**src/rtl/raster_pkg.sv**
```systemverilog
package raster_pkg;

    localparam int RD_W = 32;

    typedef struct packed {
        logic sob;
        logic latch;
        logic fstart;
        logic vs_start;
    } rg_evt_t;

    typedef enum logic [1:0] {
        RA_PACKED = 2'd0,
        RA_FRAME  = 2'd1,
        RA_LINE   = 2'd2,
        RA_NONE   = 2'd3
    } rg_addr_e;

endpackage

```
**src/rtl/rtg_shadow.sv**
```systemverilog
module rtg_shadow #(
    parameter int W = 8
) (
    input  logic         clk,
    input  logic         rst,
    input  logic         load,
    input  logic [W-1:0] d,
    output logic [W-1:0] q
);
    always_ff @(posedge clk) begin
        if (rst || load) q <= d;
    end
endmodule

```
**src/rtl/rtg_position.sv**
```systemverilog
module rtg_position #(
    parameter int HW = 12,
    parameter int VW = 12,
    parameter int PW = 24
) (
    input  logic          clk,
    input  logic          rst,
    input  logic [HW-1:0] htotal,
    input  logic [VW-1:0] vtotal,
    output logic [HW-1:0] h,
    output logic [VW-1:0] v,
    output logic [PW-1:0] pix
);
    localparam logic [HW-1:0] ONE_H = HW'(1);
    localparam logic [VW-1:0] ONE_V = VW'(1);

    logic eol, eof;
    assign eol = (h == htotal - ONE_H);
    assign eof = eol && (v == vtotal - ONE_V);

    always_ff @(posedge clk) begin
        if (rst) begin
            h   <= '0;
            v   <= '0;
            pix <= '0;
        end else begin
            h   <= eol ? '0 : h + ONE_H;
            if (eol) v <= eof ? '0 : v + ONE_V;
            pix <= eof ? '0 : pix + PW'(1);
        end
    end
endmodule

```
**src/rtl/rtg_events.sv**
```systemverilog
module rtg_events
    import raster_pkg::*;
#(
    parameter int HW = 12,
    parameter int VW = 12,
    parameter int FW = 24
) (
    input  logic          clk,
    input  logic          rst,
    input  logic [HW-1:0] h,
    input  logic [VW-1:0] v,
    input  logic [HW-1:0] hblank,
    input  logic [HW-1:0] hsync_on,
    input  logic [HW-1:0] hsync_off,
    input  logic [VW-1:0] vtotal,
    input  logic [VW-1:0] vblank,
    input  logic [VW-1:0] vsync_on,
    input  logic [VW-1:0] vsync_off,
    input  logic [1:0]    fs_delay,
    output logic          sob_now,
    output rg_evt_t       evt,
    output logic          hsync,
    output logic          vsync,
    output logic          de,
    output logic [VW-1:0] scan,
    output logic [FW-1:0] frame
);
    localparam logic [VW-1:0] ONE_V = VW'(1);

    logic at_hs, at_sob, at_fs, at_vs_on, at_vs_off;
    logic [VW-1:0] fs_line;

    assign fs_line   = vblank + VW'(fs_delay);
    assign at_hs     = (h == hsync_on);
    assign at_sob    = at_hs && (v == vblank - ONE_V);
    assign at_vs_on  = at_hs && (v == vsync_on - ONE_V);
    assign at_vs_off = at_hs && (v == vsync_off - ONE_V);
    assign at_fs     = (h == hblank) && (v == fs_line);
    assign sob_now   = at_sob;

    always_ff @(posedge clk) begin
        if (rst) begin
            evt   <= '0;
            hsync <= 1'b0;
            vsync <= 1'b0;
            de    <= 1'b0;
            scan  <= vtotal - ONE_V;
            frame <= '0;
        end else begin
            evt.sob      <= at_sob;
            evt.latch    <= at_sob;
            evt.fstart   <= at_fs;
            evt.vs_start <= at_vs_on;
            hsync        <= (h >= hsync_on) && (h < hsync_off);
            de           <= (h < hblank) && (v < vblank);
            if (at_vs_on)       vsync <= 1'b1;
            else if (at_vs_off) vsync <= 1'b0;
            if (at_hs)  scan  <= v;
            if (at_sob) frame <= frame + FW'(1);
        end
    end
endmodule

```
**src/rtl/raster_event_gen.sv**
```systemverilog
module raster_event_gen
    import raster_pkg::*;
#(
    parameter int HW = 12,
    parameter int VW = 12,
    parameter int PW = 24,
    parameter int FW = 24
) (
    input  logic            clk,
    input  logic            rst,
    input  logic [HW-1:0]   cfg_htotal,
    input  logic [HW-1:0]   cfg_hblank,
    input  logic [HW-1:0]   cfg_hsync_on,
    input  logic [HW-1:0]   cfg_hsync_off,
    input  logic [VW-1:0]   cfg_vtotal,
    input  logic [VW-1:0]   cfg_vblank,
    input  logic [VW-1:0]   cfg_vsync_on,
    input  logic [VW-1:0]   cfg_vsync_off,
    input  logic [1:0]      cfg_fs_delay,
    input  logic            rd_en,
    input  logic [1:0]      rd_addr,
    output logic [RD_W-1:0] rd_data,
    output logic            sob_o,
    output logic            latch_o,
    output logic            fstart_o,
    output logic            vs_start_o,
    output logic            hsync_o,
    output logic            vsync_o,
    output logic            de_o,
    output logic [VW-1:0]   scanline_o,
    output logic [PW-1:0]   pixel_o,
    output logic [FW-1:0]   frame_o
);
    localparam int CFG_W  = 4 * HW + 4 * VW + 2;
    localparam int FRM_LO = RD_W - PW;

    logic [CFG_W-1:0] pend_bus, act_bus;
    logic [HW-1:0] a_ht, a_hb, a_hson, a_hsoff;
    logic [VW-1:0] a_vt, a_vb, a_vson, a_vsoff;
    logic [1:0]    a_fsd;
    logic          sob_now;
    logic [HW-1:0] h;
    logic [VW-1:0] v;
    rg_evt_t       evt;

    assign pend_bus = {cfg_htotal, cfg_hblank, cfg_hsync_on, cfg_hsync_off,
                       cfg_vtotal, cfg_vblank, cfg_vsync_on, cfg_vsync_off,
                       cfg_fs_delay};
    assign {a_ht, a_hb, a_hson, a_hsoff, a_vt, a_vb, a_vson, a_vsoff, a_fsd} = act_bus;

    rtg_shadow #(.W(CFG_W)) shadow_i (
        .clk(clk), .rst(rst), .load(sob_now), .d(pend_bus), .q(act_bus)
    );

    rtg_position #(.HW(HW), .VW(VW), .PW(PW)) pos_i (
        .clk(clk), .rst(rst), .htotal(a_ht), .vtotal(a_vt),
        .h(h), .v(v), .pix(pixel_o)
    );

    rtg_events #(.HW(HW), .VW(VW), .FW(FW)) evt_i (
        .clk(clk), .rst(rst), .h(h), .v(v),
        .hblank(a_hb), .hsync_on(a_hson), .hsync_off(a_hsoff),
        .vtotal(a_vt), .vblank(a_vb), .vsync_on(a_vson), .vsync_off(a_vsoff),
        .fs_delay(a_fsd), .sob_now(sob_now), .evt(evt),
        .hsync(hsync_o), .vsync(vsync_o), .de(de_o),
        .scan(scanline_o), .frame(frame_o)
    );

    assign sob_o      = evt.sob;
    assign latch_o    = evt.latch;
    assign fstart_o   = evt.fstart;
    assign vs_start_o = evt.vs_start;

    always_ff @(posedge clk) begin
        if (rst) begin
            rd_data <= '0;
        end else if (rd_en) begin
            case (rg_addr_e'(rd_addr))
                RA_PACKED: rd_data <= {frame_o[FRM_LO-1:0], pixel_o};
                RA_FRAME:  rd_data <= RD_W'(frame_o);
                RA_LINE:   rd_data <= RD_W'(scanline_o);
                default:   rd_data <= '0;
            endcase
        end
    end
endmodule

```
**config.mk**
```make
export PLATFORM = sky130hd
export DESIGN_NAME = raster_event_gen
export DESIGN_NICKNAME = d
export VERILOG_FILES = /design/src/rtl/raster_pkg.sv /design/src/rtl/rtg_shadow.sv /design/src/rtl/rtg_position.sv /design/src/rtl/rtg_events.sv /design/src/rtl/raster_event_gen.sv
export SDC_FILE = /design/constraint.sdc
export NUM_CORES = 1
export LEC_CHECK = 0
export BUFFER_PORTS_ARGS = -buffer_cell sky130_fd_sc_hd__buf_2
export CAP_MARGIN = 30
export CORE_UTILIZATION = 57
export DETAILED_ROUTE_END_ITERATION = 12
export PLACE_DENSITY = 0.87
export REMOVE_ABC_BUFFERS = 1
export SLEW_MARGIN = 20
export SYNTH_ARGS = -nofsm -noshare
export SYNTH_HDL_FRONTEND = slang
export SYNTH_SLANG_ARGS = --single-unit
```
**constraint.sdc**
```tcl
create_clock -name clk -period 6.3 [get_ports clk]
set_clock_uncertainty 0.1 [all_clocks]
set_input_delay 0.315 -clock clk [delete_from_list [all_inputs] [get_ports clk]]
set_output_delay 0.315 -clock clk [all_outputs]
set_load 0.01 [all_outputs]
```
-- After elaboration in Yosys (flattened, before gate mapping)
Cells that the tools add are included.
- add/sub/neg operators: 10
- $lt $le $gt $ge: 4
- eq/ne operators: 10
- multiplexer cells: 6
- reduce and logical (&&, ||, !) cells: 13
- operator list (kind ; count):
    equality test 12 bit ; 8
    one-hot mux 32 bit (3 select lines) ; 1
    subtractor 12 x 1 -> 12 bit (second input constant) ; 5
    adder 24 x 1 -> 24 bit (second input constant) ; 2
    < comparator 12 bit ; 3
    2-to-1 mux 12 bit ; 3
    adder 12 x 1 -> 12 bit (second input constant) ; 2
    adder 12 x 2 -> 12 bit ; 1
    >= comparator 12 bit ; 1
    logical AND 1 bit ; 7
    nonzero test 2 bit ; 2
    OR reduction 2 bit ; 2
    equality test 2 x 1 -> 1 bit (second input constant) ; 1
    equality test 2 bit (second input constant) ; 1
    zero test 2 bit ; 1
    2-to-1 mux 1 bit ; 2
    logical OR 1 bit ; 1
- register bits: 220
- input port bits: 103
- output and inout bits: 99
- logic and storage cells: 56

-- Longest topological paths before layout
- depth after elaboration: 5
- depth in mapped cells: 12

-- Hierarchy
A second synthesis with hierarchy kept.
- cell total of the unflattened synthesis: 1278
- area, all modules: 12404.4 µm²
- by module, submodules not included (module ; times used ; cells an instance ; area an instance (µm²) ; seq. area each (µm²)):
    rtg_events ; 1 ; 625 ; 4864.7 ; 960.9
    rtg_position ; 1 ; 383 ; 3124.2 ; 960.9
    rtg_shadow ; 1 ; 99 ; 2949.1 ; 2942.8
    raster_event_gen ; 1 ; 171 ; 1466.4 ; 640.6

-- Worst setup path after synthesis
No wires, ideal clock.
- kind: register to register
- start point: register shadow_i.q[27]
- end point: register shadow_i.q[0] (enable)
- library setup time: 0.473 ns
- data arrival time: 4.352 ns
- data required time: 5.727 ns
- slack: 1.375 ns
- stages on the path, launching flop included: 11
- path buffers: 2
- period minus slack after synthesis: 4.925 ns
- cell sequence: edfxtp_1 inv_1 ha_1 or4b_1 nor3_1 o211ai_1 a21oi_2 nand4bb_4 buf_2 buf_4 nand2b_1
- cells in the longest elaborated chain, start to end: 4
- RTL lines (what ; RTL line ; text):
    start, declared ; rtg_shadow.sv:8 ; output logic [W-1:0] q
    start signal, assigned ; rtg_shadow.sv:11 ; if (rst || load) q <= d;
    subtractor 12 x 1 -> 12 bit ; rtg_events.sv:35 ; assign at_sob = at_hs && (v == vblank - ONE_V);
    equality test 12 bit ; rtg_events.sv:35 ;
    logical AND 1 bit ; rtg_events.sv:35 ;
    logical OR 1 bit ; rtg_shadow.sv:11 ;
No other way between the ends.
A chain may end at the register's enable or synchronous reset.

-- Final worst setup path
- start point: register shadow_i.q[27]
- end point: register shadow_i.q[57] (enable)
The elaborated chain is that of the path after synthesis.

==> run_results.csv <==
group,metric,value,unit
critical_path,timing.rr.start,"shadow_i.q[27]$_DFFE_PP_",
die,ioPinCount,202,
power,p_sw_share,24.0,%
status,status,"finished, final reports clean",
logic_synthesis,yosysTopAreaCellShare,27.3,%
sta,fin_tns_setup,0,ns
power,p_comb_share,9.3,%
detailed_routing,firstDrtPassIters,6,
global_routing,overflow,0,
critical_path,rr_worst_depth,9,
die,die_h,148,um
global_routing,grt_pass1_vias,10400,
critical_path,crit_start,"shadow_i.q[27]$_DFFE_PP_",
power,ir_drop,0.000239,V
logic_synthesis,yosysSeqAreaShare,45.5,%
clock_tree,postCtsSetupRepairBufs,0,
critical_path,crit_arrival,4.29,ns
detailed_routing,wire_per_inst,19.0,um
sta,finalCritPeriodShare,66.8,%
sta,fmax,0.238,GHz
sta,worst_pin_slew,0.923,ns
die,die_x,148,um
run,cap_violations,0,
critical_path,r2r_end,"shadow_i.q[57]$_DFFE_PP_",
sta,hold_viol_final,0,
global_routing,antenna_found_initial,0,
clock_tree,cts.htree.levels,1,
critical_path,cp-end-kind,"flop",
logic_synthesis,yosysTopAreaCell,"edfxtp_1",
logic_synthesis,synth_cells,1235,
clock_tree,cts_max_path_buffers,3,
logic_synthesis,async_flop_share,0,%
critical_path,worst-path-max-fanout,67,
final_layout,antennaDiodeCount,0,
logic_synthesis,yosysWarnings,0,
sta,whs,0.0464,ns
placed_design,place_hpwl,21.5,mm
detailed_routing,ant_nets,0,
global_routing,grt_max_degree,95,
detailed_routing,vias,10500,
global_routing,grt_first_pass_wirelength,53.5,mm
power,seqPwrFrac,47.6,%
logic_synthesis,synth_area_leaders,"edfxtp_1, dfxtp_1, ha_1, xnor2_1, nor2_1",
min_path,holdPathStages,2,
logic_synthesis,synth_most_common_cell,"nor2_1",
critical_path,r2r_setup_slack,2.09,ns
clock_tree,clock_latency,0.53,ns
sta,setup_violations,0,
sta,maxSlewHeadroom,38.4,%
final_layout,syn_to_final_growth,23.9,%
critical_path,worstPathRequired,6.38,ns
power,p_int,2.56,mW
clock_tree,cts_sinks,220,
die,core,0.0206,mm2
min_path,hp-start,"rst",
clock_tree,tritoncts,"yes",
logic_synthesis,synth_commonest_cells,"nor2_1, dfxtp_1, edfxtp_1",
power,p_per_area,225,mW/mm2
die,design.die.area,0.0218,mm2
detailed_routing,routed_wl,34.0,mm
power,p_sw,809,uW
sta,rsz0062_at_grt,"false",
clock_tree,clock_tree.root_cell,"clkbuf_16",
die,start_util,58.9,%
min_path,hold_path_class,"in2reg",
detailed_routing,drt_iter0_drc,860,
global_routing,grt_usage,31.1,%
sta,period_minus_slack,4.21,ns
clock_tree,numCtsBuffers,24,
critical_path,timing_worst_setup_path_type,"reg2reg",
power,pwr-share-clk,43.1,%
logic_synthesis,synth-edff-count,110,
logic_synthesis,syn_avg_cell_area,9.81,um2
logic_synthesis,synth_area,0.0121,mm2
sta,drv_slew,0,
detailed_routing,vias_per_cell,5.87,
logic_synthesis,synth_cell_type_count,75,
final_layout,fin_util,73.0,%
placed_design,gp_congestion,0.905,
detailed_routing,drcViolationCount,0,
power,p_leak,6.25,nW
logic_synthesis,synth_flop_cell,"edfxtp_1",
final_layout,drive_gt1_share,19.0,%
die,core.rowCount,52,
final_layout,finalNetCount,1665,
clock_tree,clkTransAtPathRegs,0.07,ns
min_path,min_to,"pos_i.v[1]$_SDFFE_PP0N_",
critical_path,crit_path_start_kind,"flop",
logic_synthesis,postSynthRegisterBits,220,
placed_design,io_buffers,201,
-- critical path: stages, from the launching register on --
cell and delay (ns):
edfxtp_1 0.42, inv_1 0.15, ha_1 0.24, nor4b_2 0.52
nand3_1 0.17, o211a_1 0.25, nor2_1 0.18, nand4bb_4 0.42
nand2b_4 0.83, buf_4 0.53
-- through the flow --
step | std cells | total power, mW | area [um2] | worst slack [ns]
floorplan | 1171 | 1.77 | 11800 | 1.42
finish | 1791 | 3.37 | 15000 | 2.09
global placement | 1648 | 1.87 | 13200 | 2.32
detailed placement | 1649 | 1.88 | 13200 | 2.18
CTS | 1791 | 3.34 | 15000 | 2.18
global route | 1791 | 3.46 | 15000 | 1.77
-- power groups by stage --
stage | logic (mW) | clock network, mW | registers (mW)
2_1_floorplan | 0.142 | 0 | 1.63
3_3_place_gp | 0.242 | 0 | 1.63
3_5_place_dp | 0.251 | 0 | 1.63
4_1_cts | 0.300 | 1.44 | 1.60
5_1_grt | 0.340 | 1.51 | 1.61
6_report | 0.314 | 1.45 | 1.60
-- routing by layer --
layer | track usage [%] | wire (um) | vias to the layer above
met5 | 0 | 0 | -
met4 | 15.0 | 1760 | 0
met1 | 38.1 | 13000 | 4909
li1 | - | - | 4925
met3 | 4.78 | 2730 | 127
met2 | 53.6 | 16600 | 555
-- timing repair --
| item | 4_1_cts | 5_1_grt |
|---|---|---|
| hold endpoints to repair | 98 | 0 |
| hold buffers | 98 | 0 |
| resized for setup | 0 | 0 |
-- cell usage in the layout (no fill, tap or decap), types with 16 or more instances in the layout --
master	instances
a211oi_1	16
a21oi_1	74
and3_1	18
buf_2	200
clkbuf_16	24
dfxtp_1	110
dlygate4sd3_1	98
edfxtp_1	110
ha_1	58
inv_1	69
mux2_2	27
mux2i_1	20
nand2_1	45
nand2b_1	24
nand3_1	54
nand4_1	19
nor2_1	138
nor2b_1	47
nor3_1	37
o21ai_0	24
or4_1	17
xnor2_1	74
xor2_1	45
-- sequential cells by signal, indices dropped and copies added, names as in the netlist --
| name | cells |
|---|---|
| evt_i.vsync | 1 |
| evt_i.evt | 3 |
| pos_i.h | 12 |
| evt_i.frame | 24 |
| evt_i.scan | 12 |
| pos_i.pix | 24 |
| pos_i.v | 12 |
| evt_i.de | 1 |
| shadow_i.q | 98 |
| evt_i.hsync | 1 |
| rd_data | 32 |
-- worst max path at each step --
stage,endpoint,slack (ns),cells past startpoint
6_report,shadow_i.q[57]$_DFFE_PP_,2.09,9
5_1_grt,shadow_i.q[57]$_DFFE_PP_,1.77,9
4_1_cts,shadow_i.q[89]$_DFFE_PP_,2.18,9
3_5_place_dp,shadow_i.q[58]$_DFFE_PP_,2.18,9
3_3_place_gp,shadow_i.q[58]$_DFFE_PP_,2.32,9
2_1_floorplan,shadow_i.q[0]$_DFFE_PP_,1.42,8
-- logic make-up (layout without fill, tap and decap cells) --
family / count (synthesis) / in the layout / share of synthesized area [%]
AOI/OAI and AO/OA: 185 / 185 / 9.79
xor gates and xnor gates: 121 / 121 / 8.98
adders and majority gates: 59 / 59 / 6.16
buffers and inverters: 133 / 419 / 4.74
DFF: 220 / 220 / 45.5
muxes: 48 / 48 / 4.26
and+or+nand+nor: 469 / 469 / 20.6
-- final cells by class --
type                       instances  area [um2]
sequential                       220        5510
fill                            1459        5560
inverter                          69         259
multi-input combinational        882        6040
clock buffer                      31         647
tap                              270         338
timing repair buffer             306        2050
clock inverter                    13         156
(Power assumes the default switching activity.)
